===== src/rtl/fpst_pkg.sv =====
package fpst_pkg;

    localparam int SZ_W = 5;

    typedef enum logic [2:0] {
        FLT_NONE  = 3'd0,
        FLT_ILLOP = 3'd1,
        FLT_FPDIS = 3'd2,
        FLT_NATC  = 3'd3,
        FLT_XLATE = 3'd4
    } fault_e;

    typedef enum logic [2:0] {
        S_IDLE,
        S_XREQ,
        S_XWAIT,
        S_CREQ,
        S_CWAIT,
        S_MWR,
        S_INV,
        S_RPT
    } state_e;

    typedef logic [1:0] fmt_t;
    localparam fmt_t FMT_SGL = 2'b00;
    localparam fmt_t FMT_DBL = 2'b01;

    typedef struct packed {
        logic qp;
        logic spill;
        logic intf;
        logic bupd;
        fmt_t fmt;
    } form_t;

    typedef struct packed {
        logic base_nat;
        logic data_natval;
        logic reg_dis;
        logic tgt_bad;
    } chk_t;

    // Byte count of the access for a given form.
    function automatic logic [SZ_W-1:0] access_bytes(input form_t f);
        if (f.spill)
            return SZ_W'(16);
        else if (f.intf)
            return SZ_W'(8);
        else begin
            case (f.fmt)
                FMT_SGL: return SZ_W'(4);
                FMT_DBL: return SZ_W'(8);
                default: return SZ_W'(10);
            endcase
        end
    endfunction

    function automatic logic is_uncache(input logic [SZ_W-1:0] nbytes);
        return nbytes == SZ_W'(10);
    endfunction

endpackage


===== src/rtl/fpst_precheck.sv =====
module fpst_precheck
    import fpst_pkg::*;
(
    input  form_t             form_i,
    input  chk_t              chk_i,
    output fault_e            fault_o,
    output logic [SZ_W-1:0]   bytes_o
);

    // Checks that need no external unit, highest priority first.
    always_comb begin
        fault_o = FLT_NONE;
        if (form_i.bupd && chk_i.tgt_bad)
            fault_o = FLT_ILLOP;
        else if (chk_i.reg_dis)
            fault_o = FLT_FPDIS;
        else if (chk_i.base_nat || (!form_i.spill && chk_i.data_natval))
            fault_o = FLT_NATC;
    end

    assign bytes_o = access_bytes(form_i);

endmodule


===== src/rtl/fpst_wbcalc.sv =====
module fpst_wbcalc #(
    parameter int ADDR_W = 64,
    parameter int IMM_W  = 9
) (
    input  logic [ADDR_W-1:0] base_i,
    input  logic [IMM_W-1:0]  imm_i,
    output logic [ADDR_W-1:0] sum_o
);

    localparam int EXT_W = (IMM_W < ADDR_W) ? (ADDR_W - IMM_W) : 1;

    generate
        if (IMM_W < ADDR_W) begin : g_ext
            assign sum_o = base_i + {{EXT_W{imm_i[IMM_W-1]}}, imm_i};
        end else begin : g_trunc
            assign sum_o = base_i + imm_i[ADDR_W-1:0];
        end
    endgenerate

endmodule


===== src/rtl/fpst_seq.sv =====
module fpst_seq
    import fpst_pkg::*;
(
    input  logic   clk,
    input  logic   rst,
    input  logic   req_valid,
    input  logic   req_qp,
    input  fault_e early_fault,
    input  logic   xl_ready,
    input  logic   xl_rsp_valid,
    input  logic   xl_rsp_fault,
    input  logic   cv_ready,
    input  logic   cv_rsp_valid,
    input  logic   mw_ready,
    input  logic   ai_ready,
    output state_e state_o,
    output fault_e fault_o,
    output logic   req_ready,
    output logic   xl_valid,
    output logic   cv_valid,
    output logic   mw_valid,
    output logic   ai_valid,
    output logic   done,
    output logic   ld_req,
    output logic   ld_paddr,
    output logic   ld_data
);

    state_e st;
    fault_e fault_q;

    always_ff @(posedge clk) begin
        if (rst) begin
            st      <= S_IDLE;
            fault_q <= FLT_NONE;
        end else begin
            case (st)
                S_IDLE: if (req_valid) begin
                    fault_q <= req_qp ? early_fault : FLT_NONE;
                    st      <= (!req_qp || early_fault != FLT_NONE) ? S_RPT : S_XREQ;
                end
                S_XREQ:  if (xl_ready) st <= S_XWAIT;
                S_XWAIT: if (xl_rsp_valid) begin
                    if (xl_rsp_fault) begin
                        fault_q <= FLT_XLATE;
                        st      <= S_RPT;
                    end else begin
                        st      <= S_CREQ;
                    end
                end
                S_CREQ:  if (cv_ready) st <= S_CWAIT;
                S_CWAIT: if (cv_rsp_valid) st <= S_MWR;
                S_MWR:   if (mw_ready) st <= S_INV;
                S_INV:   if (ai_ready) st <= S_RPT;
                S_RPT:   st <= S_IDLE;
                default: st <= S_IDLE;
            endcase
        end
    end

    always_comb begin
        req_ready = (st == S_IDLE);
        xl_valid  = (st == S_XREQ);
        cv_valid  = (st == S_CREQ);
        mw_valid  = (st == S_MWR);
        ai_valid  = (st == S_INV);
        done      = (st == S_RPT);
        ld_req    = (st == S_IDLE) && req_valid;
        ld_paddr  = (st == S_XWAIT) && xl_rsp_valid && !xl_rsp_fault;
        ld_data   = (st == S_CWAIT) && cv_rsp_valid;
    end

    assign state_o = st;
    assign fault_o = fault_q;

endmodule


===== src/rtl/fpst_issue_ctrl.sv =====
module fpst_issue_ctrl
    import fpst_pkg::*;
#(
    parameter int ADDR_W = 64,
    parameter int DATA_W = 128,
    parameter int IMM_W  = 9
) (
    input  logic              clk,
    input  logic              rst,
    input  logic              req_valid,
    output logic              req_ready,
    input  logic              req_qp,
    input  logic              req_spill,
    input  logic              req_intform,
    input  logic              req_bupd,
    input  logic [1:0]        req_fmt,
    input  logic [ADDR_W-1:0] req_base,
    input  logic              req_base_nat,
    input  logic              req_data_natval,
    input  logic              req_reg_dis,
    input  logic              req_tgt_bad,
    input  logic [IMM_W-1:0]  req_imm,
    output logic              xl_valid,
    input  logic              xl_ready,
    output logic [ADDR_W-1:0] xl_vaddr,
    output logic [SZ_W-1:0]   xl_size,
    output logic              xl_uncache,
    input  logic              xl_rsp_valid,
    input  logic              xl_rsp_fault,
    input  logic [ADDR_W-1:0] xl_rsp_paddr,
    output logic              cv_valid,
    input  logic              cv_ready,
    output logic [SZ_W-1:0]   cv_size,
    output logic              cv_intform,
    output logic              cv_spill,
    input  logic              cv_rsp_valid,
    input  logic [DATA_W-1:0] cv_rsp_data,
    output logic              mw_valid,
    input  logic              mw_ready,
    output logic [ADDR_W-1:0] mw_addr,
    output logic [SZ_W-1:0]   mw_size,
    output logic              mw_uncache,
    output logic [DATA_W-1:0] mw_data,
    output logic              ai_valid,
    input  logic              ai_ready,
    output logic [ADDR_W-1:0] ai_addr,
    output logic [SZ_W-1:0]   ai_size,
    output logic              wb_valid,
    output logic [ADDR_W-1:0] wb_data,
    output logic              wb_nat,
    output logic              done,
    output logic [2:0]        fault_code
);

    form_t             in_form, form_q;
    chk_t              in_chk;
    fault_e            early_fault, fault_w;
    state_e            st_w;
    logic [SZ_W-1:0]   in_bytes, bytes_q;
    logic [ADDR_W-1:0] base_q, paddr_q, wb_sum;
    logic [IMM_W-1:0]  imm_q;
    logic [DATA_W-1:0] data_q;
    logic              ld_req, ld_paddr, ld_data;

    assign in_form = '{qp: req_qp, spill: req_spill, intf: req_intform,
                       bupd: req_bupd, fmt: req_fmt};
    assign in_chk  = '{base_nat: req_base_nat, data_natval: req_data_natval,
                       reg_dis: req_reg_dis, tgt_bad: req_tgt_bad};

    fpst_precheck u_precheck (
        .form_i  (in_form),
        .chk_i   (in_chk),
        .fault_o (early_fault),
        .bytes_o (in_bytes)
    );

    fpst_seq u_seq (
        .clk          (clk),
        .rst          (rst),
        .req_valid    (req_valid),
        .req_qp       (req_qp),
        .early_fault  (early_fault),
        .xl_ready     (xl_ready),
        .xl_rsp_valid (xl_rsp_valid),
        .xl_rsp_fault (xl_rsp_fault),
        .cv_ready     (cv_ready),
        .cv_rsp_valid (cv_rsp_valid),
        .mw_ready     (mw_ready),
        .ai_ready     (ai_ready),
        .state_o      (st_w),
        .fault_o      (fault_w),
        .req_ready    (req_ready),
        .xl_valid     (xl_valid),
        .cv_valid     (cv_valid),
        .mw_valid     (mw_valid),
        .ai_valid     (ai_valid),
        .done         (done),
        .ld_req       (ld_req),
        .ld_paddr     (ld_paddr),
        .ld_data      (ld_data)
    );

    fpst_wbcalc #(.ADDR_W(ADDR_W), .IMM_W(IMM_W)) u_wbcalc (
        .base_i (base_q),
        .imm_i  (imm_q),
        .sum_o  (wb_sum)
    );

    // Request, address and data holding registers.
    always_ff @(posedge clk) begin
        if (rst) begin
            form_q  <= '0;
            bytes_q <= '0;
            base_q  <= '0;
            imm_q   <= '0;
            paddr_q <= '0;
            data_q  <= '0;
        end else begin
            if (ld_req) begin
                form_q  <= in_form;
                bytes_q <= in_bytes;
                base_q  <= req_base;
                imm_q   <= req_imm;
            end
            if (ld_paddr) paddr_q <= xl_rsp_paddr;
            if (ld_data)  data_q  <= cv_rsp_data;
        end
    end

    assign xl_vaddr   = base_q;
    assign xl_size    = bytes_q;
    assign xl_uncache = is_uncache(bytes_q);
    assign cv_size    = bytes_q;
    assign cv_intform = form_q.intf;
    assign cv_spill   = form_q.spill;
    assign mw_addr    = paddr_q;
    assign mw_size    = bytes_q;
    assign mw_uncache = is_uncache(bytes_q);
    assign mw_data    = data_q;
    assign ai_addr    = paddr_q;
    assign ai_size    = bytes_q;
    assign wb_valid   = done && form_q.qp && form_q.bupd && (fault_w == FLT_NONE);
    assign wb_data    = wb_sum;
    assign wb_nat     = 1'b0;
    assign fault_code = fault_w;

endmodule


===== config.mk =====
export PLATFORM = sky130hd
export DESIGN_NAME = fpst_issue_ctrl
export DESIGN_NICKNAME = d
export VERILOG_FILES = /design/src/rtl/fpst_pkg.sv /design/src/rtl/fpst_precheck.sv /design/src/rtl/fpst_wbcalc.sv /design/src/rtl/fpst_seq.sv /design/src/rtl/fpst_issue_ctrl.sv
export SDC_FILE = /design/constraint.sdc
export NUM_CORES = 1
export LEC_CHECK = 0
export BUFFER_PORTS_ARGS = -buffer_cell sky130_fd_sc_hd__buf_2
export CAP_MARGIN = 10
export CORE_AREA = 2 2 270 272
export CTS_BUF_LIST = sky130_fd_sc_hd__clkbuf_16
export DETAILED_ROUTE_END_ITERATION = 10
export DIE_AREA = 0 0 272 274
export RECOVER_POWER = 50
export SLEW_MARGIN = 20
export SYNTH_ARGS = -nofsm -noshare
export SYNTH_HDL_FRONTEND = slang
export SYNTH_HIERARCHICAL = 1
export SYNTH_SLANG_ARGS = --single-unit

===== constraint.sdc =====
create_clock -name clk -period 9.08 [get_ports clk]
set_input_delay 0.908 -clock clk [delete_from_list [all_inputs] [get_ports clk]]
set_output_delay 0.908 -clock clk [all_outputs]
set_load 0.03 [all_outputs]

# Word level (Yosys, flattened, before mapping)
# Index checks and enable logic that the tools add are counted.
# totals
out_inout_bits,419
regBits,280
input_bits,285
# op_classes
muxes,21
reduce_logical,21
eq_ne,17
add_sub_neg,1
# ops
op,n
adder 64 bit,1
two-way mux 3 bit,15
one-hot mux 3 bit (8 select lines),1
"== test 3 bit, second input constant",4
two-way mux 5 bit,2
logical AND 1 bit,9
"!= test 2 x 1 -> 1 bit, second input constant",4
"!= test 2 bit, second input constant",4
one-hot mux 4 bit (2 select lines),1
AND reduction 7 bit,1
"== test 3 x 2 -> 1 bit, second input constant",2
zero test 3 bit,2
one-hot mux 3 bit (2 select lines),1
"== test 5 x 4 -> 1 bit, second input constant",1
AND reduction 4 bit,1
"== test 3 x 1 -> 1 bit, second input constant",1
zero test 1 bit,3
nonzero test 3 bit,1
"== test 2 x 1 -> 1 bit, second input constant",1
zero test 2 bit,1
logical OR 1 bit,2
two-way mux 2 bit,1
nonzero test 2 bit,1

# Longest topological paths before layout
# Gate-level depths: netlist (run 1).
# logic_depth
word_depth,11
mapped_depth,11
depth_no_buf,11

# By module
# Netlist (run 1), hierarchy kept.
# modules_own_cells
mod,n_inst,area_each_um2,cells_per_inst
fpst_issue_ctrl,1,10468.8,968
fpst_wbcalc,1,3822.4,557
fpst_seq,1,541.8,63
fpst_precheck,1,86.3,14

# Least setup slack after synthesis (run 1)
# OpenSTA, ideal clock, no wires.
# synth_path
path_type,register -> output
start,reg imm_q[8]
end,out wb_data[62]
path_slack_ns,4.438
stages_incl_launch_ff,12
t_arrival_ns,3.734
path_buffers,1
required_time_ns,8.172
path_cell_list,dfxtp_1 -> ha_1 -> clkbuf_1 -> a21o_1 -> a21o_1 -> a21oi_1 -> inv_1 -> or3_1 -> a21oi_1 -> o31a_1 -> o21ai_1 -> xor2_1
# synth_between
elab_chain_len,1
# synth_rtl
element,line_no,text
start: declaration,fpst_issue_ctrl.sv:61,logic [IMM_W-1:0] imm_q;
start signal: assignment,fpst_issue_ctrl.sv:123,imm_q <= req_imm;
adder 64 bit,fpst_wbcalc.sv:14,"assign sum_o = base_i + {{EXT_W{imm_i[IMM_W-1]}}, imm_i};"
end: declaration,fpst_issue_ctrl.sv:49,"output logic [ADDR_W-1:0] wb_data,"
# No other way between the ends.

# Worst setup path after layout (run 1)
# layout_path
start,reg imm_q[8]
end,out wb_data[61]
# Same word-level chain as after synthesis.

==> results of run 1 <==
## logic make-up after synthesis
group	after synthesis	synth area share
buf+inv	186	0.0925
other cells	2	0.000503
xor+xnor	59	0.0346
mux	278	0.187
flops	280	0.376
simple gates	494	0.148
fa+ha+maj	68	0.0575
compound gates	235	0.104
## critical path: stages (launching register included)
cell	delay, ns
dfxtp_2	0.32
buf_4	0.51
ha_1	0.34
nand2_1	0.13
o21ai_0	0.34
a221o_1	0.29
a21o_1	0.19
a31oi_1	0.12
o31ai_1	0.73
a21oi_1	0.21
xnor2_1	0.22
buf_2	0.25
## layer usage
layer	wire length (um)	vias up	share of wire	global-route usage
met3	5050	91	0.092	0.0506
met2	24700	503	0.45	0.211
met5	103	-	0.0019	0
met4	1540	20	0.028	0.0442
li1	-	6657	-	-
met1	23600	6159	0.43	0.172
## cells in the final DEF, fill, tap and decap left out, types with 6 or more instances in the layout
| master | instances |
|---|---|
| clkbuf_1 | 325 |
| clkbuf_16 | 35 |
| nand3b_1 | 6 |
| buf_4 | 6 |
| nand2_1 | 55 |
| nand4_1 | 21 |
| nand3_1 | 14 |
| o21bai_1 | 14 |
| inv_1 | 25 |
| xor2_1 | 23 |
| nand2b_1 | 12 |
| a21oi_1 | 84 |
| nor3_1 | 8 |
| o21ai_0 | 30 |
| nor2_1 | 320 |
| o21a_1 | 8 |
| mux2i_1 | 276 |
| clkinv_1 | 6 |
| and2_1 | 7 |
| ha_1 | 67 |
| xnor2_1 | 36 |
| clkinv_2 | 7 |
| nor2b_1 | 10 |
| a31oi_1 | 8 |
| o21ai_1 | 9 |
| dfxtp_1 | 279 |
| a21o_1 | 34 |
| buf_2 | 377 |
## sequential cells by signal, summed over array words and instances (netlist names)
signal / count
form_q: 2
cv_intform: 1
xl_vaddr: 64
ai_addr: 64
cv_spill: 1
imm_q: 9
mw_data: 128
ai_size: 5
u_seq/fault_o: 3
u_seq/state_o: 3
## final timing paths
kind	start	endpoint	slack, ns	depth (start not counted)
max reg2reg	u_seq/state_o[1]	xl_vaddr[2]	5.02	8
max	imm_q[8]	wb_data[61]	3.93	11
min	u_seq/fault_o[0]	u_seq/fault_o[0]	0.48	2
min reg2reg	u_seq/fault_o[0]	u_seq/fault_o[0]	0.48	2
## report_power, final
group          switching (uW)  internal (uW)  leakage (uW)  total, uW
logic                    1310            616       0.00525       1930
registers                 135           1380       0.00227       1510
clock network             598            825      0.000570       1420
total                    2040           2820       0.00810       4860
## stage by stage
stage / setup WS, ns / hold slack, ns / power (uW) / area (sq um)
after floorplan: 4.44 / 0.461 / 2980 / 14900
after global placement: 4.53 / 0.469 / 3490 / 18400
after detailed placement: 4.55 / 0.474 / 3490 / 18400
after CTS: 3.89 / 0.484 / 4960 / 19600
after global routing: 3.66 / 0.506 / 5120 / 19200
final: 3.93 / 0.482 / 4860 / 19200
## layout make-up
type                       instances  area, sq um  share of cell area
antenna                            1         2.50            0.000131
clock buffer                      35          876              0.0457
clock inverter                    27          264              0.0138
inverter                          21         78.8             0.00411
multi-input combinational       1137         7950               0.415
sequential                       280         5610               0.292
tap                              959         1200              0.0626
timing repair buffer             710         3190               0.167
==> out/qor.yml, run 1 <==
hpwl_um: 43400
fin_skew_ns: 0.0212
gp_congestion: 0.893
h-tree-depth: 2
drtIter0Drc: 710
cp.required_ns: 8.17
antenna_found_initial: 14
clkTransAtPathRegs_ns: 0.06
arrival_ns: 4.24
holdCritPathClass: "register to register"
yosysSeqAreaShare: 0.376
syn_inst: 1602
grt_usage: 0.135
cts_buffer_depth: 3
grt_overflow: 0
final_cells: 3170
layout_min_cycle_time_ns: 5.15
drc: 0
worst_pin_slew_ns: 4.09
grt_pass1_vias: 12326
port_buffers: 702
drive_gt1_frac: 0.211
critPathMaxFanout: 56
setup.worst_path.class: "register to output pin"
wire_per_inst_um: 17.3
power_density_nw_per_um2: 254
syn_avg_cell_area_sq_um: 9.31
synthMostInstantiatedCell: "nor2_1"
synth_commonest_cells: "nor2_1, dfxtp_1, mux2i_1"
critPathLaunchType: "register"
drv_slew: 104
wl_um: 55000
hold_violations: 0
die_w_um: 272
rows: 99
vias_per_cell: 4.24
hold_buffers: 0
synth_edf_count: 0
outcome: "complete, but fails checks"
die_y_um: 274
dp_cells: 3106
yosysWarnings: 6
cts_tree: "yes"
irDropWorstVdd_mv: 0.157
postLayoutCoreUtil: 0.266
syn2layout_area_growth_pct: 28.5
finalCritPeriodShare: 0.567
nNetsFinal: 2538
grt_pass1_wl_um: 76900
drt-pass1-iter-count: 5
root_buffer: "clkbuf_16"
postCtsSetupRepairBufs: 0
synth-main-ff-cell: "dfxtp_1"
crit_path_end_kind: "output pin"
via_count: 13430
synthArstFlopShare: 0
clock-sinks: 280
die_area_sq_um: 74500
netlist_top_cells_area: "dfxtp_1, mux2i_1, nor2_1"
p_leak_uw: 0.00810
grt_max_degree: 120
grt_setup_unrepaired: "no"
coreArea_sq_um: 72000
cts_buffers: 35
cts_resized: 0
clk_latency_ns: 0.57
setup-tns-final_ns: 0
maxCapViolCount: 2
synth_area_sq_um: 14900
ys_types: 87
synth-seq-cells: 280
nFillCells: 7959
io_pins: 704
yosysTopAreaCellShare: 0.376
synth_area_leader_cell: "dfxtp_1"
violations: "max-capacitance violations, max-slew violations"
fmax_ghz: 0.194
max_slew_margin: -1.73
setup_viol: 0
start_util: 0.207
drtAntennaViolNets: 0
Note: power is estimated with default switching activity, not from simulation.
==> run 2, diff against run 1 <==
CORE_AREA = 2 2 277 279   (was 2 2 270 272)
DIE_AREA = 0 0 279 281   (was 0 0 272 274)
clock period = 4.5 ns   (was 9.08 ns; I/O delays follow)
==> run 2 against run 1 <==
  * The run now ends clean
  * Sequential power rose by 100%
  * Final cell count rose by 0.69%
  * Count of clock-buffer cells in the layout did not move
  * Routed wire length fell by 0.14%
  * Global-route usage fell by 0.68 points
  * Sequential share of layout area barely moved
  * Register-to-register slack got worse by 3.2 ns
  * Largest power group unchanged
==> out/qor.yml, run 2 (synthesis results as in run 1) <==
final_cell_mix: "buf_2, clkbuf_1, nor2_1"
grt_pass1_vias: 12470
rows: 101
hpwl_um: 43500
final_cells: 3192
die_area_sq_um: 78400
maxCapViolCount: 0
fin_area_sq_um: 19200
irDropWorstVdd_mv: 0.254
max_stage_delay_ns: 0.44
p_sw_frac: 0.427
p_switching_uw: 4040
power_density_nw_per_um2: 494
dp_slack_ns: 0.685
p_clk_frac: 0.269
drt-pass1-iter-count: 7
gp_congestion: 0.875
path_delay_family: "simple AND/OR/NAND/NOR gates"
cts_buffers: 34
arrival_ns: 3.86
hold_ws_ns: 0.123
grt_max_degree: 89
drv_slew: 0
wire_per_inst_um: 17.2
critPathLaunchType: "register"
holdCritPathClass: "primary input to register"
cts_tree: "yes"
layout_min_cycle_time_ns: 4.31
via_count: 13514
hold_violations: 0
regArea_sq_um: 5610
final_common_cell: "buf_2"
power.share.sequential: 0.324
worst_path_max_delay_cell: "ha_1"
max_slew_margin: 0.509
grt_usage: 0.129
drtAntennaViolNets: 0
grt_overflow: 0
nFillCells: 8353
root_buffer: "clkbuf_16"
h-tree-depth: 2
power.internal_uw: 5430
vias_per_cell: 4.23
cp_num_buf_inv: 2
syn2layout_area_growth_pct: 28.4
port_buffers: 702
clk_latency_ns: 0.56
cp_cell_sequence: "buf_4 > ha_1 > nand2_1 > nor2_1 > and3_1 > or3b_1 > o2111a_1 > o41ai_4 > a21oi_1 > xnor2_2 > buf_2"
grt_setup_unrepaired: "no"
largest_register_ffs: 128
clock-sinks: 280
cp.required_ns: 4.05
fmax_ghz: 0.232
cts_buffer_depth: 3
clkTransAtPathRegs_ns: 0.06
setup-tns-final_ns: 0
p_leak_uw: 0.00802
grt_pass1_wl_um: 77500
worst_pin_slew_ns: 0.740
die_w_um: 279
coreArea_sq_um: 75400
drc: 0
start_util: 0.198
worst_slack_ns: 0.188
wl_um: 54900
nNetsFinal: 2543
antenna_found_initial: 10
dp_cells: 3132
drive_gt1_frac: 0.202
die_y_um: 281
multi_input_area_sq_um: 7980
finalCritPeriodShare: 0.958
fin_skew_ns: 0.0359
placed_area_sq_um: 18600
setup_viol: 0
io_pins: 704
crit_path_end_kind: "output pin"
critPathMaxFanout: 16
combinationalPowerShare: 0.407
outcome: "finished clean"
drtIter0Drc: 622
setup.worst_path.class: "register to output pin"
run 2: through the flow:
stage          utilization  total power [uW]
2_1_floorplan            -              6020
3_3_place_gp         0.246              7050
3_5_place_dp         0.246              7050
4_1_cts              0.259              9680
5_1_grt              0.254              9970
6_report             0.254              9470
run 2: path summary, 6_finish.rpt:
check / start / slack [ns] / end / cells after the start
max: imm_q[8] / 0.19 / wb_data[56] / 11
max reg2reg: u_seq/state_o[1] / 1.79 / ai_addr[12] / 6
min reg2reg: mw_data[86] / 0.49 / mw_data[86] / 2
min: req_base[29] / 0.12 / xl_vaddr[29] / 3
run 2: metal layers:
layer,GRT usage,part of all wire,vias to the layer above
li1,-,-,6667
met1,0.167,0.44,6232
met2,0.206,0.46,518
met3,0.0358,0.074,83
met4,0.0403,0.026,14
met5,0,0.0012,-
run 2: what timing repair did:
item	CTS	global route
setup buffers	0	0
hold buffers	0	0
endpoints found under the setup margin	0	8
resized for setup	0	6
run 2: power groups by stage:
stage / clock (uW) / sequential [uW] / combinational, uW
finish: 2540 / 3070 / 3860
global route: 2740 / 3110 / 4120
CTS: 2660 / 3070 / 3950
detailed placement: 0 / 3120 / 3940
global placement: 0 / 3110 / 3940
floorplan: 0 / 3550 / 2470
run 2: layout make-up:
class,instances,area share
multi-input cells,1137,0.417
flip-flops and latches,280,0.293
repair buffers,716,0.170
well taps,978,0.0639
clock buffers,35,0.0457
clock inverters,23,0.00647
inverters,21,0.00411
diodes,2,0.000261
run 2: worst reg2reg max path: stages (launching register included):
cell	delay (ns)
dfxtp_1	0.39
ha_1	0.39
nand2b_1	0.37
nor3b_2	0.67
buf_12	0.40
mux2i_1	0.32
nor2_1	0.06
